`config.mk`:
```
export PLATFORM = sky130hd
export DESIGN_NAME = hsi_unit
export DESIGN_NICKNAME = d
export VERILOG_FILES = /design/src/rtl/hsi_pkg.sv /design/src/rtl/hsi_decode.sv /design/src/rtl/hsi_unbox.sv /design/src/rtl/hsi_sgnj.sv /design/src/rtl/hsi_unit.sv
export SDC_FILE = /design/constraint.sdc
export NUM_CORES = 1
export LEC_CHECK = 0
export BUFFER_PORTS_ARGS = -buffer_cell sky130_fd_sc_hd__buf_2
export CORE_AREA = 5 5 128 130
export DETAILED_ROUTE_END_ITERATION = 8
export DIE_AREA = 0 0 133 135
export HOLD_SLACK_MARGIN = 0.03
export PLACE_DENSITY_LB_ADDON = 0.05
export SLEW_MARGIN = 20
export SYNTH_ARGS = -nofsm -noshare
export SYNTH_HDL_FRONTEND = slang
export SYNTH_SLANG_ARGS = --single-unit
```
`constraint.sdc`:
```
create_clock -name clk -period 2.45 [get_ports clk]
set_input_delay 0.3675 -clock clk [delete_from_list [all_inputs] [get_ports clk]]
set_output_delay 0.3675 -clock clk [all_outputs]
set_load 0.02 [all_outputs]
```
`src/rtl/hsi_pkg.sv`:
```
package hsi_pkg;

  localparam logic [6:0] FN_SGNJ = 7'h12;
  localparam logic [6:0] FN_F2I  = 7'h72;
  localparam logic [6:0] FN_I2F  = 7'h7A;

  localparam logic [2:0] SUB_PLAIN = 3'd0;
  localparam logic [2:0] SUB_NEG   = 3'd1;
  localparam logic [2:0] SUB_XOR   = 3'd2;

  typedef enum logic [2:0] {
    OP_SGNJ  = 3'd0,
    OP_SGNJN = 3'd1,
    OP_SGNJX = 3'd2,
    OP_F2I   = 3'd3,
    OP_I2F   = 3'd4,
    OP_BAD   = 3'd7
  } hsi_op_e;

endpackage

```
`src/rtl/hsi_decode.sv`:
```
module hsi_decode
  import hsi_pkg::*;
(
  input  logic [6:0] funct,
  input  logic [2:0] sub,
  output hsi_op_e    op
);

  always_comb begin
    op = OP_BAD;
    unique case (funct)
      FN_SGNJ: begin
        case (sub)
          SUB_PLAIN: op = OP_SGNJ;
          SUB_NEG:   op = OP_SGNJN;
          SUB_XOR:   op = OP_SGNJX;
          default:   op = OP_BAD;
        endcase
      end
      FN_F2I:  op = (sub == 3'd0) ? OP_F2I : OP_BAD;
      FN_I2F:  op = (sub == 3'd0) ? OP_I2F : OP_BAD;
      default: op = OP_BAD;
    endcase
  end

endmodule

```
`src/rtl/hsi_unbox.sv`:
```
module hsi_unbox #(
  parameter int          FLEN      = 64,
  parameter int          HLEN      = 16,
  parameter logic [15:0] CANON_NAN = 16'h7E00
) (
  input  logic [FLEN-1:0] reg_in,
  output logic [HLEN-1:0] val_out
);

  localparam int BOXW = FLEN - HLEN;

  logic box_ok;

  assign box_ok  = &reg_in[FLEN-1:HLEN];
  assign val_out = box_ok ? reg_in[HLEN-1:0] : CANON_NAN[HLEN-1:0];

  initial begin
    assert (BOXW > 0) else $error("box width must be positive");
  end

endmodule

```
`src/rtl/hsi_sgnj.sv`:
```
module hsi_sgnj
  import hsi_pkg::*;
#(
  parameter int HLEN = 16
) (
  input  logic [HLEN-1:0] mag_src,
  input  logic [HLEN-1:0] sgn_src,
  input  hsi_op_e         op,
  output logic [HLEN-1:0] res
);

  localparam int SB = HLEN - 1;

  logic new_sign;

  always_comb begin
    case (op)
      OP_SGNJ:  new_sign = sgn_src[SB];
      OP_SGNJN: new_sign = ~sgn_src[SB];
      OP_SGNJX: new_sign = mag_src[SB] ^ sgn_src[SB];
      default:  new_sign = mag_src[SB];
    endcase
  end

  assign res = {new_sign, mag_src[SB-1:0]};

endmodule

```
`src/rtl/hsi_unit.sv`:
```
module hsi_unit
  import hsi_pkg::*;
#(
  parameter int          FLEN      = 64,
  parameter int          XLEN      = 64,
  parameter int          HLEN      = 16,
  parameter logic [15:0] CANON_NAN = 16'h7E00
) (
  input  logic            clk,
  input  logic            rst,
  input  logic            in_valid,
  input  logic [6:0]      in_funct,
  input  logic [2:0]      in_sub,
  input  logic [FLEN-1:0] fp_a,
  input  logic [FLEN-1:0] fp_b,
  input  logic [XLEN-1:0] int_src,
  output logic            out_valid,
  output logic [FLEN-1:0] fp_res,
  output logic [XLEN-1:0] int_res,
  output logic            res_is_int,
  output logic            illegal
);

  localparam int BOXW = FLEN - HLEN;
  localparam int EXTW = XLEN - HLEN;
  localparam int NSRC = 2;

  hsi_op_e         op;
  logic [FLEN-1:0] src   [NSRC];
  logic [HLEN-1:0] unbox [NSRC];
  logic [HLEN-1:0] sgnj_val;

  logic [FLEN-1:0] fp_nxt;
  logic [XLEN-1:0] int_nxt;
  logic            isint_nxt;
  logic            ill_nxt;

  assign src[0] = fp_a;
  assign src[1] = fp_b;

  hsi_decode u_dec (
    .funct (in_funct),
    .sub   (in_sub),
    .op    (op)
  );

  for (genvar g = 0; g < NSRC; g++) begin : g_unbox
    hsi_unbox #(
      .FLEN      (FLEN),
      .HLEN      (HLEN),
      .CANON_NAN (CANON_NAN)
    ) u_unbox (
      .reg_in  (src[g]),
      .val_out (unbox[g])
    );
  end

  hsi_sgnj #(.HLEN(HLEN)) u_sgnj (
    .mag_src (unbox[0]),
    .sgn_src (unbox[1]),
    .op      (op),
    .res     (sgnj_val)
  );

  always_comb begin
    fp_nxt    = '0;
    int_nxt   = '0;
    isint_nxt = 1'b0;
    ill_nxt   = 1'b0;
    case (op)
      OP_SGNJ, OP_SGNJN, OP_SGNJX: begin
        fp_nxt = {{BOXW{1'b1}}, sgnj_val};
      end
      OP_F2I: begin
        int_nxt   = {{EXTW{fp_a[HLEN-1]}}, fp_a[HLEN-1:0]};
        isint_nxt = 1'b1;
      end
      OP_I2F: begin
        fp_nxt = {{BOXW{1'b1}}, int_src[HLEN-1:0]};
      end
      default: begin
        ill_nxt = 1'b1;
      end
    endcase
  end

  always_ff @(posedge clk) begin
    if (rst) begin
      out_valid  <= 1'b0;
      fp_res     <= '0;
      int_res    <= '0;
      res_is_int <= 1'b0;
      illegal    <= 1'b0;
    end else begin
      out_valid <= in_valid;
      if (in_valid) begin
        fp_res     <= fp_nxt;
        int_res    <= int_nxt;
        res_is_int <= isint_nxt;
        illegal    <= ill_nxt;
      end
    end
  end

  AST_VALID_RISE: assert property (@(posedge clk) disable iff (rst)
    in_valid |=> out_valid);
  AST_VALID_FALL: assert property (@(posedge clk) disable iff (rst)
    !in_valid |=> !out_valid);
  AST_FP_BOXED: assert property (@(posedge clk) disable iff (rst)
    (out_valid && !illegal && !res_is_int) |-> (&fp_res[FLEN-1:HLEN]));
  AST_INT_SEXT: assert property (@(posedge clk) disable iff (rst)
    (out_valid && res_is_int) |->
      (int_res[XLEN-1:HLEN] == {EXTW{int_res[HLEN-1]}}));
  AST_ILLEGAL_CLEAN: assert property (@(posedge clk) disable iff (rst)
    (out_valid && illegal) |-> (fp_res == '0 && int_res == '0 && !res_is_int));
  AST_IDLE_HOLD: assert property (@(posedge clk) disable iff (rst)
    !in_valid |=> ($stable(fp_res) && $stable(int_res) && $stable(illegal)));

endmodule

```
==> impl_results.md <==
* Prevailing post-synth register cell: dfxtp_1
* Syn. warnings at 0
* Initial DRC Count at 79
* Syn_nets at 513
* Critical Path Max Stage Delay at 0.53 ns
* DIE AREA at 18,000 µm²
* # rows at 45
* Fmax at 0.517 GHz
* Post-synthesis cell type count at 35
* Clk slew on worst S/H paths at 0.06 ns
* Post-Route WL at 10,600 µm
* Delay-heaviest family, CP: simple AND/OR/NAND/NOR gates
* Comb power frac at 0.213
* Final TNS setup at 0 ns
* # fillers at 1,638
* Total Routing Usage GR at 0.109
* DRT antenna net count at 0
* Post-Syn Instances at 308
* Unrepaired setup endpoints after global routing: false
* CTS Buf Count at 5
* Cts hold-fix bufs at 0
* Clk sinks at 36
* Setup-failing EPs final at 0
* CORE AREA at 15,000 µm²
* Clock Skews at 0 ns
* Register Area at 721 µm²
* Worst hold stages at 2
* Crit start category: input port
* Buf+Inv Stages, Crit Path at 1
* Post-synth ARST share at 0
* Crit-path cells: buf_2 -> or2_2 -> o21ai_0 -> a21oi_1 -> nor3_2 -> a221oi_1 -> nor3_1
* Slew margin rel. at 0.595
* Vias post-DR at 2,761
* Setup repair bufs after CTS at 0
* Root Driver: clkbuf_16
* Register area share after synthesis at 0.290
* Vias in the first global route at 2,696
* Worst Setup Path Type: in2reg
* Levels on crit path at 7
* Antenna cells at 0
* Leakage at 1.90 nW
* Vias per Instance at 4.06
* Power per cell area at 442 nW/µm²
* Pin slew with the least headroom to its limit at 0.604 ns
* Reg2reg path depth at 3
* Post-synthesis instance area at 2480 µm²
* Net Sw Power at 0.449 mW
* CTS H-tree depth at 2
* Top post-synthesis cells by area: dfxtp_1, buf_4, nand4_1
* Die Span Y at 135 µm
* Seq pwr share at 0.388
* Gpl congestion at 0.774
* Drc violations at 0
* First-pass GRT wire length at 15,100 µm
* Largest net degree at the start of global routing at 50
* Syn_area_per_cell at 8.06 µm²
* HP Class: in2reg
* Layout Nets at 696
* WP data arrival at 2.14 ns
* Area of the multi-input gates at 995 µm²
* Yosys top cell area share at 0.290
* Max-Cap Viols at 0
* Max clock buf depth at 2
* Wirelength per Cell at 15.6 µm
* Slew Viols, Final at 0
* Switch share at 0.286
* Setup crit end kind: flop
* I/O pin count at 336
* Gr ovfl total at 0
* Final min period at 1.94 ns
* Final Non-Filler Cells at 680
* Worst-skew pair later-pin latency at 0.27 ns
* Worst path slowest cell: nor3_2
* Clock tree from TritonCTS: yes
* Drt pass-1 iters at 4
* HPWL Detailed at 9120 µm
* Power share of the clock group at 0.400
* IO Port Bufs at 272
* Status: finished, final reports clean
* Post-CTS sizing at 0
* Initial antenna violation count at 0
* Cell accounting for the most synthesized area: dfxtp_1
* Core occupancy in the finished layout at 0.236
* Critical Path RT at 2.65 ns
* Placed Instances at 672
* Share of cells above drive strength 1 at 0.602
* Syn-to-layout area delta at 42.8%
* EDFF count, synth at 0
* Hold Violations, Final at 0
* Seq cells post-synth at 36
* Internal power at 1.12 mW
* Final Power at 1.57 mW
* Die Wd at 133 µm
* Critical-path maximum fanout at 9
* Fin crit share at 0.790
* Starting density of the core at 0.165
* Peak supply drop at 0.227 mV
-- cell type report --
cell class / instances / share of cell area
clock inverters: 3 / 0.00529
repair buffers: 283 / 0.407
flip-flops and latches: 36 / 0.203
inverters: 2 / 0.00212
well taps: 188 / 0.0663
multi-input cells: 163 / 0.281
clock buffers: 5 / 0.0353
-- kinds of logic (layout without fill, tap and decap cells) --
kind of cell | count (synthesis) | after routing | share of synthesized area
simple gates | 108 | 108 | 0.236
compound gates | 53 | 53 | 0.155
xor+xnor | 2 | 2 | 0.00706
buf+inv | 109 | 293 | 0.311
flops | 36 | 36 | 0.290
-- state kept, by name, indices dropped and copies added, names as in the netlist --
name        count
illegal         1
res_is_int      1
int_res        16
fp_res         17
out_valid       1
-- routing by layer --
| layer | global-route usage | up-vias | part of all wire |
|---|---|---|---|
| met4 | 0.0254 | 0 | 0.011 |
| met2 | 0.206 | 173 | 0.51 |
| li1 | - | 1386 | - |
| met1 | 0.118 | 1195 | 0.37 |
| met3 | 0.0324 | 7 | 0.10 |
| met5 | 0 | - | 0 |
-- cells in the final DEF (no fill, tap or decap), types with 4 or more instances in the layout --
cell type,synthesis,final
nand4_1,25,25
a311oi_1,6,6
a22oi_1,16,16
nor2_1,38,38
clkbuf_16,0,5
nor4_1,6,5
dfxtp_1,36,36
buf_2,3,272
nand3_1,4,4
a221oi_1,9,9
nor3_1,14,14
nand2_1,10,10
o21ai_0,9,9
a21oi_1,5,5
buf_4,96,11
-- power groups by stage --
stage | clock network, mW | logic, mW | registers (mW)
floorplan | 0 | 0.165 | 0.645
global placement | 0 | 0.340 | 0.621
detailed placement | 0 | 0.341 | 0.621
CTS | 0.655 | 0.341 | 0.608
global route | 0.679 | 0.366 | 0.609
finish | 0.627 | 0.334 | 0.608
-- worst paths after layout --
check	slack, ns	endpoint	startpoint
hold / removal	0.33	fp_res[11]	rst
hold reg to reg	0.47	illegal	illegal
setup / recovery	0.51	fp_res[0]	in_funct[5]
setup reg to reg	1.39	fp_res[15]	fp_res[15]
-- metrics by stage --
step / setup WS, ns / area, µm² / hold WS, ns
2_1_floorplan: 0.490 / 2480 / 0.512
3_3_place_gp: 0.173 / 3400 / 0.456
3_5_place_dp: 0.217 / 3400 / 0.460
4_1_cts: 0.513 / 3550 / 0.325
5_1_grt: 0.300 / 3550 / 0.336
6_report: 0.514 / 3550 / 0.329
-- synthesized netlist by cell type, types with 2 or more instances --
cell type   n
buf_4      96
buf_2       3
nand4_1    25
nor3_1     14
inv_1       2
a22oi_1    16
clkbuf_1    7
a221oi_1    9
o21bai_1    3
nor4_1      6
nand2_1    10
o211ai_1    2
nor2_1     38
a311oi_1    6
o21ai_0     9
dfxtp_1    36
nand3_1     4
a21oi_1     5
No activity file was read; power rests on OpenSTA's default activity.
